**src/rtl/ring_ca_pkg.sv**
```systemverilog
package ring_ca_pkg;

  // Strobes from control to datapath; priority clear > reload > advance
  typedef struct packed {
    logic clear;
    logic reload;
    logic advance;
  } ca_ctrl_t;

endpackage

```
**src/rtl/ring_ca_ctrl.sv**
```systemverilog
module ring_ca_ctrl
  import ring_ca_pkg::*;
#(
  parameter int DIV = 25_000_000
) (
  input  logic     clk,
  input  logic     rstN,
  input  logic     ringEmpty,
  output ca_ctrl_t ctl
);
  localparam int CW = (DIV < 1) ? 1 : $clog2(DIV + 1);
  localparam logic [CW-1:0] LAST = CW'(DIV);

  logic [CW-1:0] preCnt;
  logic          atLast;

  assign atLast = (preCnt == LAST);

  always_ff @(posedge clk) begin
    if (!rstN || atLast) preCnt <= '0;
    else                 preCnt <= preCnt + 1'b1;
  end

  always_comb begin
    ctl.clear   = !rstN;
    ctl.reload  = rstN && ringEmpty;
    ctl.advance = rstN && atLast;
  end

  // tick lasts one clock
  a_r2_single_tick: assert property (@(posedge clk) disable iff (!rstN)
    ctl.advance |=> !ctl.advance);

  // counter never exceeds its terminal value
  a_r2_cnt_bound: assert property (@(posedge clk) disable iff (!rstN)
    preCnt <= LAST);

endmodule

```
**src/rtl/ring_ca_datapath.sv**
```systemverilog
module ring_ca_datapath
  import ring_ca_pkg::*;
#(
  parameter int           N            = 8,
  parameter logic [N-1:0] INIT_PATTERN = N'('b00100100),
  parameter bit           USE_LFSR     = 1'b1
) (
  input  logic         clk,
  input  ca_ctrl_t     ctl,
  output logic [N-1:0] cells,
  output logic         ringEmpty
);
  localparam logic [N-1:0] LFSR_INIT = {1'b1, {(N-1){1'b0}}};

  logic [N-1:0] nextCells;
  logic [N-1:0] lfsr;
  logic [N-1:0] seed;

  // per-cell rule, all from the current generation
  for (genvar i = 0; i < N; i++) begin : g_cell
    localparam int LEFT  = (i + N - 1) % N;
    localparam int RIGHT = (i + 1) % N;
    logic [1:0] nbr;
    assign nbr = {cells[LEFT], cells[RIGHT]};
    always_comb begin
      case (nbr)
        2'b00:   nextCells[i] = cells[i];
        2'b11:   nextCells[i] = 1'b0;
        default: nextCells[i] = 1'b1;
      endcase
    end
  end

  if (USE_LFSR) begin : g_seed_lfsr
    assign seed = (lfsr != '0) ? lfsr : INIT_PATTERN;
  end else begin : g_seed_fixed
    assign seed = INIT_PATTERN;
  end

  assign ringEmpty = (cells == '0);

  always_ff @(posedge clk) begin
    if (ctl.clear)        cells <= INIT_PATTERN;
    else if (ctl.reload)  cells <= seed;
    else if (ctl.advance) cells <= nextCells;
  end

  always_ff @(posedge clk) begin
    if (ctl.clear)        lfsr <= LFSR_INIT;
    else if (ctl.advance) lfsr <= {lfsr[N-2:0], lfsr[N-1] ^ lfsr[N-2]};
  end

  // reset loads the start pattern
  a_r1_init: assert property (@(posedge clk)
    ctl.clear |=> (cells == INIT_PATTERN));

  // no tick, non-empty ring -> held
  a_r6_hold: assert property (@(posedge clk) disable iff (ctl.clear)
    (!ctl.advance && !ringEmpty) |=> $stable(cells));

  // an empty ring never survives a clock
  a_r7_reload: assert property (@(posedge clk) disable iff (ctl.clear)
    ringEmpty |=> !ringEmpty);

  // cell 0 with both wrapped neighbours live dies
  a_r3_wrap_kill: assert property (@(posedge clk) disable iff (ctl.clear)
    (ctl.advance && !ringEmpty && cells[N-1] && cells[1]) |=> !cells[0]);

  // shift register never locks up at zero
  a_r8_lfsr_live: assert property (@(posedge clk) disable iff (ctl.clear)
    lfsr != '0);

endmodule

```
**src/rtl/ring_ca_engine.sv**
```systemverilog
module ring_ca_engine
  import ring_ca_pkg::*;
#(
  parameter int           N            = 8,
  parameter int           DIV          = 25_000_000,
  parameter logic [N-1:0] INIT_PATTERN = N'('b00100100),
  parameter bit           USE_LFSR     = 1'b1
) (
  input  logic         clk,
  input  logic         rstN,
  output logic [N-1:0] ledOut,
  output logic         genTick
);
  ca_ctrl_t     ctl;
  logic         ringEmpty;
  logic [N-1:0] cells;

  ring_ca_ctrl #(.DIV(DIV)) u_ctrl (
    .clk(clk), .rstN(rstN), .ringEmpty(ringEmpty), .ctl(ctl)
  );

  ring_ca_datapath #(.N(N), .INIT_PATTERN(INIT_PATTERN), .USE_LFSR(USE_LFSR)) u_dp (
    .clk(clk), .ctl(ctl), .cells(cells), .ringEmpty(ringEmpty)
  );

  assign ledOut  = cells;
  assign genTick = ctl.advance;

endmodule

```
**config.mk**
```make
export PLATFORM = sky130hd
export DESIGN_NAME = ring_ca_engine
export DESIGN_NICKNAME = d
export VERILOG_FILES = /design/src/rtl/ring_ca_pkg.sv /design/src/rtl/ring_ca_ctrl.sv /design/src/rtl/ring_ca_datapath.sv /design/src/rtl/ring_ca_engine.sv
export SDC_FILE = /design/constraint.sdc
export NUM_CORES = 1
export LEC_CHECK = 0
export BUFFER_PORTS_ARGS = -buffer_cell sky130_fd_sc_hd__buf_2
export CORE_UTILIZATION = 55
export CTS_BUF_LIST = sky130_fd_sc_hd__clkbuf_4 sky130_fd_sc_hd__clkbuf_8
export DETAILED_ROUTE_END_ITERATION = 16
export GPL_TIMING_DRIVEN = 0
export PLACE_DENSITY = 0.75
export SYNTH_ARGS = -nofsm -noshare
export SYNTH_HDL_FRONTEND = slang
export SYNTH_HIERARCHICAL = 1
export SYNTH_SLANG_ARGS = --single-unit
```
**constraint.sdc**
```tcl
create_clock -name clk -period 2.5 [get_ports clk]
set_input_delay 0.125 -clock clk [delete_from_list [all_inputs] [get_ports clk]]
set_output_delay 0.125 -clock clk [all_outputs]
set_load 0.03 [all_outputs]
```
==> key figures, run 1 <==
Placement
  – Placed cell areas: 0.00209 mm²
  – Routability cong.: 0.825
  – IO Port Bufs: 10
  – DP Wirelength: 2740 µm

Synth
  – Post-Synth Adder-Cell Area: 0.0189
  – Ys async rst share: 0
  – Simple logic cell fraction of the synthesized area: 0.253
  – Mux cell area share after synthesis: 0.0353
  – Cell Area, Synth: 0.00198 mm²
  – Ys flop type: dfxtp_1
  – Largest family of logic cells by synthesized area: simple AND/OR/NAND/NOR gates
  – Synth Area in Compound Gates: 0.176
  – Xor/xnor share of the synthesized area: 0.0530
  – Avg Cell Area, Syn: 8.90 µm²
  – Post-synth net total: 228
  – Post-synthesis sequential area ratio: 0.414
  – Synth Warn #: 6
  – Synth unique cells: 38
  – EDFF count, synth: 0
  – Synth Instances: 223
  – Flops & latches, synth: 41

Critical path
  – Crit end category: flop
  – WS Path Type: reg -> reg
  – Critical Path RT: 2750 ps
  – CP startpoint kind: flop
  – Worst EP arrival: 2660 ps
  – Crit-path max FO: 10

Clock tree
  – CTS Sinks: 41
  – Worst skew pair latency: 360 ps
  – CTS tree: yes
  – Hold-fix buffers at CTS: 0
  – Clock Root Buffer: clkbuf_4
  – Worst-path clk slew: 120 ps
  – Total CTS buffers: 5
  – Max Root-Sink Buffers: 2
  – Htree depth: 2

Timing
  – Slew @ Worst Pin: 545 ps
  – Clock Skew: 7.64 ps
  – RSZ-0062 raised after global routing: false
  – Setup total negative slack: 0 ps
  – Final hold viol count: 0
  – Period Utilization, post-route: 0.966
  – Fin. max-slew vios: 0
  – Endpoints failing setup: 0
  – Final critical-path required period: 2410 ps
  – Hold_ws: 86.9 ps
  – Max-slew headroom: 0.635
  – FMAX: 0.414 GHz

Cells and area
  – Commonest non-fill, non-tap cell in the layout: dfxtp_1
  – Final instance area: 0.00218 mm²
  – Fraction of layout cells with a size suffix above 1: 0.137
  – Ant diodes: 0
  – Commonest cells after routing, fill and taps aside: 41 x dfxtp_1, 28 x nor2_1, 18 x o21ai_0
  – Layout net count: 246
  – Area grow syn2layout: 9.96%
  – Fillcell total: 298

Detailed routing
  – Final WL: 3990 µm
  – Remaining routing DRC violations: 0
  – Antenna Nets Post-Route: 0
  – Top routing layer used: met4
  – Vias/cell: 5.76
  – M1 WL: 2060 µm
  – Drt pass-1 iters: 4
  – DR iter-0 viols: 136
  – Drt wl/cell: 13.9 µm
  – Vias: 1653
  – Met2 wire length: 1690 µm
  – Met3 WL post-DR: 189 µm

Global route
  – Vias in the first global route: 1326
  – Grt ovf: 0
  – Largest net degree at the start of global routing: 13
  – Global-route wire length before repair: 6320 µm
  – GR Util All Layers: 0.232
  – Initial antenna violation count: 0

Pwr
  – Max VDD drop: 270 µV
  – Net Sw Frac: 0.233
  – Int Pwr: 0.800 mW
  – Clock Power Share: 0.336
  – Combinational share of power: 0.030
  – Switching power: 0.243 mW
  – PD cells: 478 mW/mm²
  – Lkg Pwr: 0.765 nW
  – Reg power frac: 0.635

Hold path
  – Hold Crit Class: in -> reg

Floorplanning
  – Initial Utilization: 0.585
  – IO Pins: 11
  – Row cnt: 21
  – Die footprint: 0.00385 mm²
  – Die X: 62.1 µm
  – Die Ht: 62.1 µm
  – Core area: 0.00339 mm²

Run
  – Maxcap violations: 0

Outcome
  – Status: finished, final reports clean
## stage by stage
stage	power, mW	cells	util	setup slack, ps
finish	1.04	287	0.644	85.2
global route	1.09	287	0.644	2.27
CTS	1.05	286	0.635	39.7
detailed placement	0.707	279	0.618	78.2
global placement	0.707	279	0.618	95.9
floorplan	0.698	223	-	120
## Yosys cell counts, types with 3 or more instances
cell | number | area (µm²)
nand4_1 | 9 | 56.3
buf_2 | 4 | 20.0
a31oi_1 | 3 | 18.8
nand3_1 | 6 | 30.0
inv_1 | 11 | 41.3
and4_1 | 4 | 35.0
o21ai_0 | 18 | 90.1
or3_1 | 6 | 37.5
xor2_1 | 10 | 87.6
o31ai_1 | 5 | 37.5
a211oi_1 | 4 | 30.0
or4_1 | 8 | 60.1
o211ai_1 | 3 | 22.5
mux2i_1 | 7 | 70.1
nor2_1 | 29 | 109
dfxtp_1 | 41 | 821
nand4b_1 | 4 | 35.0
a21oi_1 | 12 | 60.1
ha_1 | 3 | 37.5
nand2_1 | 8 | 30.0
## cell type report
class | count | area (µm²) | area share
Tap cell | 46 | 57.6 | 0.0264
Inverter | 11 | 41.3 | 0.0189
Sequential cell | 41 | 821 | 0.376
Timing Repair Buffer | 11 | 57.6 | 0.0264
Clock inverter | 1 | 7.51 | 0.00344
Clock buffer | 6 | 51.3 | 0.0235
Multi-Input combinational cell | 162 | 1090 | 0.499
Buffer | 9 | 57.6 | 0.0264
## sequential cells by signal, summed over array words and instances (netlist names)
signal and cells:
u_dp/lfsr 8, u_ctrl/preCnt 25, u_dp/cells 8
## timing repair
| item | CTS | global route |
|---|---|---|
| setup buffers | 0 | 1 |
| setup endpoints to repair | 0 | 9 |
| gates resized for setup | 0 | 3 |
## critical path, cell delays in order, from the launching register on
cell	delay [ps]
dfxtp_1	400
nor4b_2	350
nand2_1	170
or4_1	540
nor2_2	110
buf_2	170
buf_2	220
a31oi_1	110
o21ai_0	120
o211ai_1	120
## logic make-up after synthesis
group	count (synthesis)
buf+inv	20
simple gates	87
compound gates	53
flops	41
mux	7
xor+xnor	12
fa+ha+maj	3
## power by group through the flow
stage	logic, mW	registers (mW)	clock network, mW
final	0.0309	0.662	0.350
after global routing	0.0344	0.663	0.392
after CTS	0.0308	0.662	0.359
after detailed placement	0.0302	0.677	0
after global placement	0.0302	0.677	0
after floorplan	0.0223	0.676	0
## path summary, 6_finish.rpt
path / to / startpoint / depth (start not counted) / slack [ps]
min: u_ctrl/preCnt[14]$_SDFF_PP0_ / rstN / 3 / 90
max reg2reg: u_dp/cells[2]$_SDFFE_PP1P_ / u_ctrl/preCnt[15]$_SDFF_PP0_ / 9 / 90
max: u_dp/cells[2]$_SDFFE_PP1P_ / u_ctrl/preCnt[15]$_SDFF_PP0_ / 9 / 90
min reg2reg: u_ctrl/preCnt[0]$_SDFF_PP0_ / u_ctrl/preCnt[0]$_SDFF_PP0_ / 1 / 490
## routing by layer
layer / track usage / up-vias
met4: 0.0921 / 0
li1: - / 853
met5: 0 / -
met3: 0.0766 / 6
met1: 0.359 / 763
met2: 0.289 / 31
(Power assumes the default switching activity.)
==> run 2: changes to the inputs <==
Settings changed: PLACE_DENSITY 0.75 to 0.78, SKIP_CTS_REPAIR_TIMING set to 1.
Clock period 2.5 ns to 2.1 ns, I/O delays scaled along.
==> run 2 against run 1 <==
Against the previous run: critical path type unchanged; the flow now finishes with violations (negative setup slack); core utilization up 3.9 points; clock skew up 3.5 ps; first-iteration DRC count up 21%; clock power up 27%; wire length up 8.3%; via count up 6.7%.
==> key figures, run 2 (synthesis gave the netlist of run 1 again) <==
Outcome
  – Status: finished, violations left
  – Violated checks: negative setup slack

Critical path
  – Crit-path max FO: 7 (-3)
  – Buf/Inv on CP: 2 (unchanged)
  – WS Path Type: reg -> reg
  – Critical Path RT: 2340 ps (-410 ps)
  – Crit path largest cell delay: 610 ps (+70 ps)
  – Worst EP arrival: 2520 ps (-140 ps)
  – Slowest stage cell, crit path: or4_4
  – RR Startpoint: u_ctrl/preCnt[8]$_SDFF_PP0_
  – Crit end category: flop
  – Register-to-Register Path Depth: 9 (unchanged)
  – CP Cell Sequence: nor4_4 > nand4_1 > or4_4 > nor2_4 > buf_6 > buf_4 > nand4b_1 > o21ai_1 > a211oi_2
  – CP startpoint kind: flop
  – RR Endpoint: u_dp/cells[4]$_SDFFE_PP0P_
  – Setup crit start: u_ctrl/preCnt[8]$_SDFF_PP0_
  – Critical path's top delay family: simple AND/OR/NAND/NOR gates
  – Worst R2R Setup Slack: -180 ps (-260 ps)

Floorplanning
  – Core area: 0.00339 mm² (unchanged)
  – Die X: 62.1 µm (unchanged)
  – Die footprint: 0.00385 mm² (unchanged)
  – IO Pins: 11 (unchanged)
  – Initial Utilization: 0.585 (unchanged)
  – Row cnt: 21 (unchanged)
  – Die Ht: 62.1 µm (unchanged)

Cells and area
  – Final non-filler cell total: 293 (+2.1%)
  – Multi-input logic area: 0.00112 mm² (+2.6%)
  – Largest register by flop count: u_ctrl/preCnt
  – Ant diodes: 0 (unchanged)
  – Area grow syn2layout: 16.7%
  – Fraction of layout cells with a size suffix above 1: 0.198 (+0.0615)
  – Commonest cells after routing, fill and taps aside: 37 x dfxtp_1, 28 x nor2_1, 13 x o21ai_0
  – Largest registers: u_ctrl/preCnt: 25 flops, u_dp/cells: 8 flops, u_dp/lfsr: 8 flops
  – Commonest non-fill, non-tap cell in the layout: dfxtp_1
  – Final instance area: 0.00232 mm² (+6.1%)
  – Layout net count: 251 (+2.0%)
  – Fillcell total: 272 (-8.7%)
  – Register Area: 831 µm² (+1.2%)
  – Max FFs per register: 25 (unchanged)

Timing
  – Setup total negative slack: -2130 ps (-2130 ps)
  – Clock Skew: 11.1 ps (+3.47 ps)
  – Period Utilization, post-route: 1.08 (+0.119)
  – RSZ-0062 raised after global routing: true
  – Final hold viol count: 0 (unchanged)
  – Final critical-path required period: 2280 ps (-136 ps)
  – Fin. max-slew vios: 0 (unchanged)
  – Max-slew headroom: 0.631 (-0.00411)
  – Endpoints failing setup: 17 (+17)
  – FMAX: 0.439 GHz (+6.0%)
  – Slew @ Worst Pin: 551 ps (+6.15 ps)
  – Worst Slack Setup Final: -178 ps (-264 ps)

Global route
  – Grt ovf: 0 (unchanged)
  – Global-route wire length before repair: 6490 µm (+2.7%)
  – Vias in the first global route: 1381 (+4.1%)
  – GR Util All Layers: 0.236 (+0.00337)
  – Initial antenna violation count: 0 (unchanged)
  – Largest net degree at the start of global routing: 13 (unchanged)

Run
  – Maxcap violations: 0 (unchanged)

Pwr
  – Final Power: 1.27 mW (+22%)
  – PD cells: 548 mW/mm² (+15%)
  – Lkg Pwr: 0.825 nW (+7.9%)
  – Max VDD drop: 390 µV (+45%)

Clock tree
  – CTS Sinks: 41 (unchanged)
  – Total CTS buffers: 5 (unchanged)
  – CTS tree: yes
  – Max Root-Sink Buffers: 2 (unchanged)
  – Htree depth: 2 (unchanged)
  – Worst skew pair latency: 360 ps (about the same)
  – Clock Root Buffer: clkbuf_4
  – Worst-path clk slew: 120 ps (about the same)

Placement
  – DP Wirelength: 2810 µm (+2.6%)
  – Placed cell areas: 0.00214 mm² (+2.2%)
  – Place WS: -123 ps (-201 ps)
  – Routability cong.: 0.799 (-3.2%)
  – IO Port Bufs: 10 (unchanged)
  – Cell total after placement: 279 (unchanged)

Hold path
  – WHS Path Cells: 3 (unchanged)
  – Hold_sp: rstN
  – Hold worst-path end: u_ctrl/preCnt[15]$_SDFF_PP0_
  – Hold Crit Class: in -> reg

Detailed routing
  – Final WL: 4320 µm (+8.3%)
  – Antenna Nets Post-Route: 0 (unchanged)
  – Drt pass-1 iters: 4 (unchanged)
  – Vias/cell: 6.02 (+4.5%)
  – Drt wl/cell: 14.7 µm (+6.1%)
  – Vias: 1763 (+6.7%)
  – Remaining routing DRC violations: 0 (unchanged)
  – DR iter-0 viols: 164 (+21%)
==> run 2: cell types whose count changed in the layout (fill, tap and decap cells not counted), sizes merged <==
cell,delta
clkinvlp,-1
buf,+4
clkinv,+1
clkbuf,+2
==> run 2: stage by stage <==
stage	hold WS (ps)	utilization
6_report	61.9	0.683
5_1_grt	73.0	0.683
4_1_cts	61.2	0.652
3_5_place_dp	445	0.632
3_3_place_gp	442	0.632
2_1_floorplan	265	-
==> run 2: layout make-up <==
type | count | share of cell area
Multi-Input combinational cell | 162 | 0.482
Sequential cell | 41 | 0.359
Timing Repair Buffer | 16 | 0.0502
Buffer | 9 | 0.0357
Clock buffer | 7 | 0.0281
Tap cell | 46 | 0.0249
Inverter | 11 | 0.0178
Clock inverter | 1 | 0.00216
==> run 2: worst max-delay path by stage <==
| stage | endpoint | slack [ps] | depth (start not counted) |
|---|---|---|---|
| after CTS | u_dp/lfsr[2]$_SDFFE_PP0P_ | -150 | 8 |
| after detailed placement | u_dp/lfsr[2]$_SDFFE_PP0P_ | -120 | 8 |
| after global routing | u_dp/cells[4]$_SDFFE_PP0P_ | -250 | 9 |
| final | u_dp/cells[4]$_SDFFE_PP0P_ | -180 | 9 |
| after global placement | u_dp/cells[2]$_SDFFE_PP1P_ | -70 | 9 |
| after floorplan | u_dp/cells[2]$_SDFFE_PP1P_ | -50 | 9 |
==> run 2: power breakdown <==
part / switching, mW / internal [mW] / total [mW]
logic: 0.0247 / 0.0140 / 0.0387
clock network: 0.251 / 0.194 / 0.445
registers: 0.00576 / 0.780 / 0.785
total: 0.281 / 0.988 / 1.27
==> run 2: routing by layer <==
layer,wire length (µm),GRT usage,share of wire,up-vias
met4,56,0.0794,0.013,0
li1,-,-,-,864
met5,0,0,0,-
met1,2040,0.343,0.47,847
met3,231,0.0704,0.053,7
met2,1990,0.330,0.46,45
==> run 2: worst register-to-register path, delay by kind of cell, from the launching register on <==
kind | cells | cell delay (ps)
flip-flops | 1 | 370
AND/OR/NAND/NOR | 5 | 1320
AO/OA/AOI/OAI | 2 | 210
buffers and inverters | 2 | 280
